==> src/rtl/ptrmem_pkg.sv <==
package ptrmem_pkg;

  typedef enum logic [2:0] {
    OP_NOP = 3'd0,
    OP_LD  = 3'd1,
    OP_ST  = 3'd2,
    OP_PLD = 3'd3,
    OP_PST = 3'd4
  } mop_e;

  // Unused codes collapse to a bubble.
  function automatic mop_e op_decode(input logic [2:0] code);
    case (code)
      3'd1:    return OP_LD;
      3'd2:    return OP_ST;
      3'd3:    return OP_PLD;
      3'd4:    return OP_PST;
      default: return OP_NOP;
    endcase
  endfunction

  function automatic logic uses_port(input mop_e op);
    return op != OP_NOP;
  endfunction

  function automatic logic is_indirect(input mop_e op);
    return (op == OP_PLD) || (op == OP_PST);
  endfunction

  function automatic logic writes_reg(input mop_e op);
    return (op == OP_LD) || (op == OP_PLD);
  endfunction

endpackage

==> src/rtl/ptrmem_m1.sv <==
module ptrmem_m1
  import ptrmem_pkg::*;
#(
  parameter int AW = 6,
  parameter int DW = 16,
  parameter int RW = 3
) (
  input  logic          clk,
  input  logic          rst,
  input  logic [2:0]    ex_op,
  input  logic [AW-1:0] ex_addr,
  input  logic [DW-1:0] ex_wdata,
  input  logic [RW-1:0] ex_dest,
  output mop_e          m1_op,
  output logic [AW-1:0] m1_addr,
  output logic [DW-1:0] m1_wdata,
  output logic [RW-1:0] m1_dest,
  output logic          m1_req,
  output logic          m1_we
);

  always_ff @(posedge clk) begin
    if (rst) m1_op <= OP_NOP;
    else     m1_op <= op_decode(ex_op);
    m1_addr  <= ex_addr;
    m1_wdata <= ex_wdata;
    m1_dest  <= ex_dest;
  end

  // Every real op touches memory here; only a plain store writes.
  assign m1_req = uses_port(m1_op);
  assign m1_we  = (m1_op == OP_ST);

endmodule

==> src/rtl/ptrmem_m2.sv <==
module ptrmem_m2
  import ptrmem_pkg::*;
#(
  parameter int AW = 6,
  parameter int DW = 16,
  parameter int RW = 3
) (
  input  logic          clk,
  input  logic          rst,
  input  mop_e          m1_op,
  input  logic [DW-1:0] m1_wdata,
  input  logic [RW-1:0] m1_dest,
  input  logic [AW-1:0] ptr_word,
  output mop_e          m2_op,
  output logic [RW-1:0] m2_dest,
  output logic          m2_req,
  output logic          m2_we,
  output logic [AW-1:0] m2_addr,
  output logic [DW-1:0] m2_wdata
);

  always_ff @(posedge clk) begin
    if (rst) m2_op <= OP_NOP;
    else     m2_op <= m1_op;
    m2_wdata <= m1_wdata;
    m2_dest  <= m1_dest;
  end

  // The read register of the memory holds the pointer fetched in MEM1.
  assign m2_req  = is_indirect(m2_op);
  assign m2_we   = (m2_op == OP_PST);
  assign m2_addr = ptr_word;

  // a MEM2 write can only follow a pointer store that was in MEM1.
  assert_pst_origin_R4: assert property (@(posedge clk) disable iff (rst)
    m2_we |-> $past(m1_op == OP_PST));

endmodule

==> src/rtl/ptrmem_wb.sv <==
module ptrmem_wb
  import ptrmem_pkg::*;
#(
  parameter int DW = 16,
  parameter int RW = 3
) (
  input  logic          clk,
  input  logic          rst,
  input  mop_e          m2_op,
  input  logic [RW-1:0] m2_dest,
  input  logic [DW-1:0] rdata,
  output logic          wb_valid,
  output logic [RW-1:0] wb_dest,
  output logic [DW-1:0] wb_data,
  output logic          wb_from_ptr
);

  logic [DW-1:0] held;

  always_ff @(posedge clk) begin
    if (rst) begin
      wb_valid    <= 1'b0;
      wb_from_ptr <= 1'b0;
    end else begin
      wb_valid    <= writes_reg(m2_op);
      wb_from_ptr <= (m2_op == OP_PLD);
    end
    wb_dest <= m2_dest;
    held    <= rdata;   // ordinary load data sits on rdata during MEM2
  end

  // Pointer-load data arrives in the read register one cycle later.
  assign wb_data = wb_from_ptr ? rdata : held;

endmodule

==> src/rtl/ptr_mem_unit.sv <==
module ptr_mem_unit
  import ptrmem_pkg::*;
#(
  parameter int AW = 6,
  parameter int DW = 16,
  parameter int RW = 3
) (
  input  logic          clk,
  input  logic          rst,
  input  logic [2:0]    ex_op,
  input  logic [AW-1:0] ex_addr,
  input  logic [DW-1:0] ex_wdata,
  input  logic [RW-1:0] ex_dest,
  output logic          mem_en,
  output logic          mem_we,
  output logic [AW-1:0] mem_addr,
  output logic [DW-1:0] mem_wdata,
  input  logic [DW-1:0] mem_rdata,
  output logic          wb_valid,
  output logic [RW-1:0] wb_dest,
  output logic [DW-1:0] wb_data
);

  localparam int PTRW = (AW < DW) ? AW : DW;

  mop_e          m1_op, m2_op;
  logic [AW-1:0] m1_addr, m2_addr;
  logic [DW-1:0] m1_wdata, m2_wdata;
  logic [RW-1:0] m1_dest, m2_dest;
  logic          m1_req, m1_we, m2_req, m2_we, wb_from_ptr;
  logic [AW-1:0] ptr_word;

  assign ptr_word = AW'(mem_rdata[PTRW-1:0]);

  ptrmem_m1 #(.AW(AW), .DW(DW), .RW(RW)) u_m1 (
    .clk(clk), .rst(rst), .ex_op(ex_op), .ex_addr(ex_addr),
    .ex_wdata(ex_wdata), .ex_dest(ex_dest), .m1_op(m1_op),
    .m1_addr(m1_addr), .m1_wdata(m1_wdata), .m1_dest(m1_dest),
    .m1_req(m1_req), .m1_we(m1_we));

  ptrmem_m2 #(.AW(AW), .DW(DW), .RW(RW)) u_m2 (
    .clk(clk), .rst(rst), .m1_op(m1_op), .m1_wdata(m1_wdata),
    .m1_dest(m1_dest), .ptr_word(ptr_word), .m2_op(m2_op),
    .m2_dest(m2_dest), .m2_req(m2_req), .m2_we(m2_we),
    .m2_addr(m2_addr), .m2_wdata(m2_wdata));

  ptrmem_wb #(.DW(DW), .RW(RW)) u_wb (
    .clk(clk), .rst(rst), .m2_op(m2_op), .m2_dest(m2_dest),
    .rdata(mem_rdata), .wb_valid(wb_valid), .wb_dest(wb_dest),
    .wb_data(wb_data), .wb_from_ptr(wb_from_ptr));

  // Single port: the older instruction in MEM2 wins if both ask.
  always_comb begin
    mem_en = m1_req | m2_req;
    if (m2_req) begin
      mem_we    = m2_we;
      mem_addr  = m2_addr;
      mem_wdata = m2_wdata;
    end else begin
      mem_we    = m1_we;
      mem_addr  = m1_addr;
      mem_wdata = m1_wdata;
    end
  end

  // upstream stalling must keep the two stages off the port together.
  assert_one_port_user_R7: assert property (@(posedge clk) disable iff (rst)
    !(m1_req && m2_req));

  // with a bubble in MEM1 and no pointer op in MEM2 the port is idle.
  assert_bubble_quiet_R6: assert property (@(posedge clk) disable iff (rst)
    (m1_op == OP_NOP && m2_op != OP_PLD && m2_op != OP_PST) |-> !mem_en);

  // a pointer-load write-back follows a read issued in the prior cycle.
  assert_ptr_second_read_R3: assert property (@(posedge clk) disable iff (rst)
    (wb_valid && wb_from_ptr) |-> ($past(mem_en) && !$past(mem_we)));

  // a plain store has nothing left to do in MEM2.
  assert_store_single_R2: assert property (@(posedge clk) disable iff (rst)
    m1_we |=> !m2_req);

  // reset leaves the unit idle on the next cycle.
  assert_reset_idle_R8: assert property (@(posedge clk)
    rst |=> (!wb_valid && !mem_en));

endmodule

==> config.mk <==
export PLATFORM = sky130hd
export DESIGN_NAME = ptr_mem_unit
export DESIGN_NICKNAME = d
export VERILOG_FILES = /design/src/rtl/ptrmem_pkg.sv /design/src/rtl/ptrmem_m1.sv /design/src/rtl/ptrmem_m2.sv /design/src/rtl/ptrmem_wb.sv /design/src/rtl/ptr_mem_unit.sv
export SDC_FILE = /design/constraint.sdc
export NUM_CORES = 1
export LEC_CHECK = 0
export BUFFER_PORTS_ARGS = -buffer_cell sky130_fd_sc_hd__clkbuf_2
export CAP_MARGIN = 30
export CORE_MARGIN = 2
export CORE_UTILIZATION = 46
export DETAILED_ROUTE_END_ITERATION = 6
export GPL_ROUTABILITY_DRIVEN = 0
export PLACE_DENSITY = 0.74
export SYNTH_ARGS = -nofsm -noshare
export SYNTH_HDL_FRONTEND = slang
export SYNTH_HIERARCHICAL = 1
export SYNTH_SLANG_ARGS = --single-unit
export TNS_END_PERCENT = 10
==> constraint.sdc <==
create_clock -name clk -period 1.7 [get_ports clk]
set_input_delay 0.34 -clock clk [delete_from_list [all_inputs] [get_ports clk]]
set_output_delay 0.34 -clock clk [all_outputs]
set_load 0.05 [all_outputs]
Word-level counts from Yosys, hierarchy flattened. Index checks and enable logic that the tools add are counted.

Word-level logic and storage cells: 28. Input port bits: 46. Output and inout port bits: 44. Flip-flop bits (word level): 71.

Reduce and logical (&&, ||, !) cells: 3. Equal/unequal tests: 8. Bitwise logic cells: 1. Mux-type cells: 5.

Operators by type and width (number): two-way mux 16 bit (2); == test 3 x 2 -> 1 bit, second input constant (4); one-hot mux 3 bit (4 select lines) (1); == test 3 x 1 -> 1 bit, second input constant (2); == test 3 bit, second input constant (2); two-way mux 6 bit (1); nonzero test 3 bit (1); logical OR 1 bit (2); two-way mux 1 bit (1); OR 1 bit (1).

Depth between registers and ports, before layout.
Depth in word-level cells: 3. Depth in mapped cells: 5. Mapped depth without buffers: 3.

Hierarchy. The synthesis kept the hierarchy.

By module, submodules not included: ptrmem_wb (sequential area each 420.4 um^2, instances 1, area an instance 686.9 um^2, cells each 41); ptrmem_m1 (sequential area each 560.5 um^2, instances 1, area an instance 598.1 um^2, cells each 33); ptrmem_m2 (sequential area each 440.4 um^2, instances 1, area an instance 528.0 um^2, cells each 34); ptr_mem_unit (sequential area each 0.0 um^2, instances 1, area an instance 387.9 um^2, cells each 27).

Least setup slack after synthesis. Ideal clock, no wire load.

Kind: register to output. Start point: register u_m2.m2_op[2]. End point: output port mem_en. Slack: 48 ps. Buffers on the path: 2. Data required time: 1360 ps. Arrival time: 1312 ps. Stages on the path, launching flop included: 6. Cells stage by stage: dfxtp_1 > nor3b_2 > o21bai_1 > buf_6 > buf_12 > or2_1.

Cells in the longest elaborated chain, start to end: 3. Elaborated cells on any way between the ends: 4. Classes of those cells: eq/ne (2); bitwise (1); reduce/logical (1).

Ends and longest elaborated chain: start, declared (line ptrmem_m2.sv:14) `output mop_e m2_op,`; start signal, assigned (line ptrmem_m2.sv:24) `else m2_op <= m1_op;`; == test 3 bit; via m2_we (line ptr_mem_unit.sv:30) `logic m1_req, m1_we, m2_req, m2_we, wb_from_ptr;`; logical OR 1 bit (line ptrmem_pkg.sv:27) `return (op == OP_PLD) || (op == OP_PST);`; via m2_req (line ptr_mem_unit.sv:30); OR 1 bit (line ptr_mem_unit.sv:54) `mem_en = m1_req | m2_req;`; end, declared (line ptr_mem_unit.sv:14) `output logic mem_en,`.

The timed path passes the listed nets, and every way through them passes these cells.

Final worst setup path.
Start point: register u_m2.m2_op[1]. End point: output port mem_addr[3].

Cells in the longest elaborated chain, start to end: 3. Elaborated cells on any way between the ends: 4. Classes of those cells: eq/ne (2); mux (1); reduce/logical (1).

Ends and longest elaborated chain: == test 3 bit; via m2_we (line ptr_mem_unit.sv:30); logical OR 1 bit (line ptrmem_pkg.sv:27); via m2_req (line ptr_mem_unit.sv:30); two-way mux 6 bit (line ptr_mem_unit.sv:55) `if (m2_req) begin`; end, declared (line ptr_mem_unit.sv:16) `output logic [AW-1:0] mem_addr,`.

The timed path passes the listed nets, and every way through them passes these cells.

==> run summary <==
Arr. time, crit path - 1.76 ns
most frequent cells after synthesis - dfxtp_1 (71), mux2_4 (29), mux2_2 (10)
failing checks - setup timing
CP Max Fanout - 6
Seq cells post-synth - 71
core area - 4661 um2
layout cells sized above 1 - 67.22%
DRT Pass-1 Iters - 4
Synth top area share - 64.58%
post-route clock skew - 0.007479 ns
Post-DRT Antenna Nets - 0
DRT iter0 DRCs - 36
largest area contributor in the netlist - dfxtp_1
Mapped Area - 2201 um2
final hold violation count - 0
final wirelength - 4237 um
Crit Path Category - flip-flop to output pin
WHS Endpoint - u_m1/m1_wdata[2]
FF-to-FF End - u_wb/wb_from_ptr
Placement Setup Slack - -0.1234 ns
initial antenna violation count - 0
fin area - 3422 um2
first-pass GRT wire length - 6244 um
die area - 5354 um2
endpoint class of the critical path - output pin
diodes inserted - 0
fin crit share - 123.3%
Worst Hold Launch - ex_wdata[2]
hold path cells - 1
pin count of the biggest net entering global routing - 17
fmax - 0.4769 GHz
max-cap violations - 0
TritonCTS clock tree - done
root buffer cell - clkbuf_8
number of nets in the layout - 282
status - finished, violations left
Worst-path clk slew - 0.08 ns
RSZ-0062 raised after global routing - yes
Pleak - 1.581 nW
boundary pin count - 90
GRT Overall Usage - 16.24%
Crit path required time - 1.36 ns
register area share after synthesis - 64.58%
top-count cell post-synth - dfxtp_1
final setup TNS - -8.788 ns
post-DP HPWL - 2790 um
TritonCTS Buffers - 9
die width - 73.17 um
post-synthesis cell type count - 15
hold_buf cts - 0
Final min period - 2.097 ns
vias in the first global route - 1,340
Pwr Density - 1071 nW/um2
Peak VDD IR - 889.5 uV
DR vias/cell - 4.461
H-tree levels - 3
drt drc - 0
Slew Limit Fails - 0
drt wl/cell - 14.36 um
Starting Density - 47.22%
reg2reg start - u_m2/m2_op[2]
Startpoint Class - flip-flop
CTS sink count - 71
Async S/R FF share, synth - 0%
Worst-Margin Slew - 0.2860 ns
Power, Total - 3.664 mW
Syn Nets - 181
R2R depth - 2
clock insertion delay at the later pin of the skew report - 0.33 ns
final worst slack - -0.3968 ns
port bufs - 89
Cells after Synth - 135
GRT overflow - 0
final core occ - 73.42%
dominant synthesized flop cell - dfxtp_1
Relative slew margins - 81.02%
Ys Warns - 6
EDFF count, synth - 0
Area contributors post-synth - dfxtp_1 (65%), mux2_4 (20%), mux2_2 (5.1%)
DP Area - 2703 um2
Area Growth Syn to Fin - 55.49%
routed via count - 1,316
class of the worst hold path - primary input to flip-flop
Core Rows - 25
Max clock buf depth - 2
register-to-register setup slack - 0.92 ns
Mean Syn Cell Area - 16.30 um2
die height - 73.17 um
Final setup violation count - 24
how the worst max path moves through the flow:
| stage | start | end | slack [ns] | cells after the start |
|---|---|---|---|---|
| after floorplan | u_m2/m2_op[2] | mem_en | 0.05 | 5 |
| after global placement | u_m2/m2_op[1] | mem_addr[3] | -0.09 | 5 |
| after detailed placement | u_m2/m2_op[2] | mem_addr[5] | -0.12 | 5 |
| after CTS | u_m2/m2_op[0] | mem_addr[5] | -0.43 | 6 |
| after global routing | u_m2/m2_op[1] | mem_addr[3] | -0.49 | 6 |
| final | u_m2/m2_op[1] | mem_addr[3] | -0.40 | 6 |
layer usage:
metal,GRT usage [%],up-vias,wire (um)
li1,-,652,-
met1,16.83,609,1623
met2,28.13,53,2342
met3,6.906,2,250
met4,7.613,0,19
met5,0,-,0
sequential cells by signal, indices dropped and copies added, names as in the netlist:
register and cells:
u_m1/m1_wdata 16, u_wb/held 16, u_m2/m2_op 3, u_m2/m2_wdata 16, u_m2/m2_dest 3, u_m1/m1_dest 3, u_wb/wb_from_ptr 1, u_m1/m1_op 3
u_wb/wb_dest 3, u_m1/m1_addr 6, u_wb/wb_valid 1
area by class of cell:
class | count | area, um2
tap | 54 | 67.56
clock buffer | 10 | 127.6
timing repair buffer | 101 | 1030
fill | 284 | 1239
sequential | 71 | 1426
clock inverter | 6 | 71.32
multi-input combinational | 53 | 699.4
report_power, final:
part	total, mW	switching [mW]	internal, mW
sequential	1.78	0.0286	1.75
combinational	0.592	0.312	0.281
clock	1.30	0.611	0.685
cell usage in the layout, fill, tap and decap left out, drive strengths merged:
| master | n |
|---|---|
| dfxtp | 71 |
| clkbuf | 62 |
| buf | 49 |
| mux2 | 39 |
| nor3b | 5 |
| clkinv | 3 |
| nor2b | 3 |
| clkinvlp | 2 |
| or2 | 1 |
| bufinv | 1 |
| or3 | 1 |
| nor4b | 1 |
| nand2 | 1 |
| o21bai | 1 |
| nor4bb | 1 |
stage by stage:
step | hold WS, ns | cells
after floorplan | 0.3096 | 135
after global placement | 0.3106 | 274
after detailed placement | 0.3121 | 274
after CTS | 0.08176 | 294
after global routing | 0.07714 | 295
final | 0.1009 | 295
critical path, stage by stage, from the launching register on:
cell and delay, ns:
dfxtp_2 0.33, nor3b_2 0.19, o21bai_4 0.17, buf_12 0.15
buf_12 0.13, mux2_4 0.31, buf_8 0.15
timing repair:
item                                    in CTS  in global routing
endpoints found under the setup margin      40                 38
pin swaps                                    3                  1
cloned                                       1                  0
gates resized for setup                     90                 43
setup buffers                                3                  1
cells by family after synthesis:
kind of cell           count (synthesis)  synth area share, %
buffers and inverters                 11                5.799
flip-flops                            71                64.58
AO/OA/AOI/OAI                          1               0.3412
multiplexers                          39                24.90
AND/OR/NAND/NOR                       13                4.378
No activity file was read; power rests on OpenSTA's default activity.
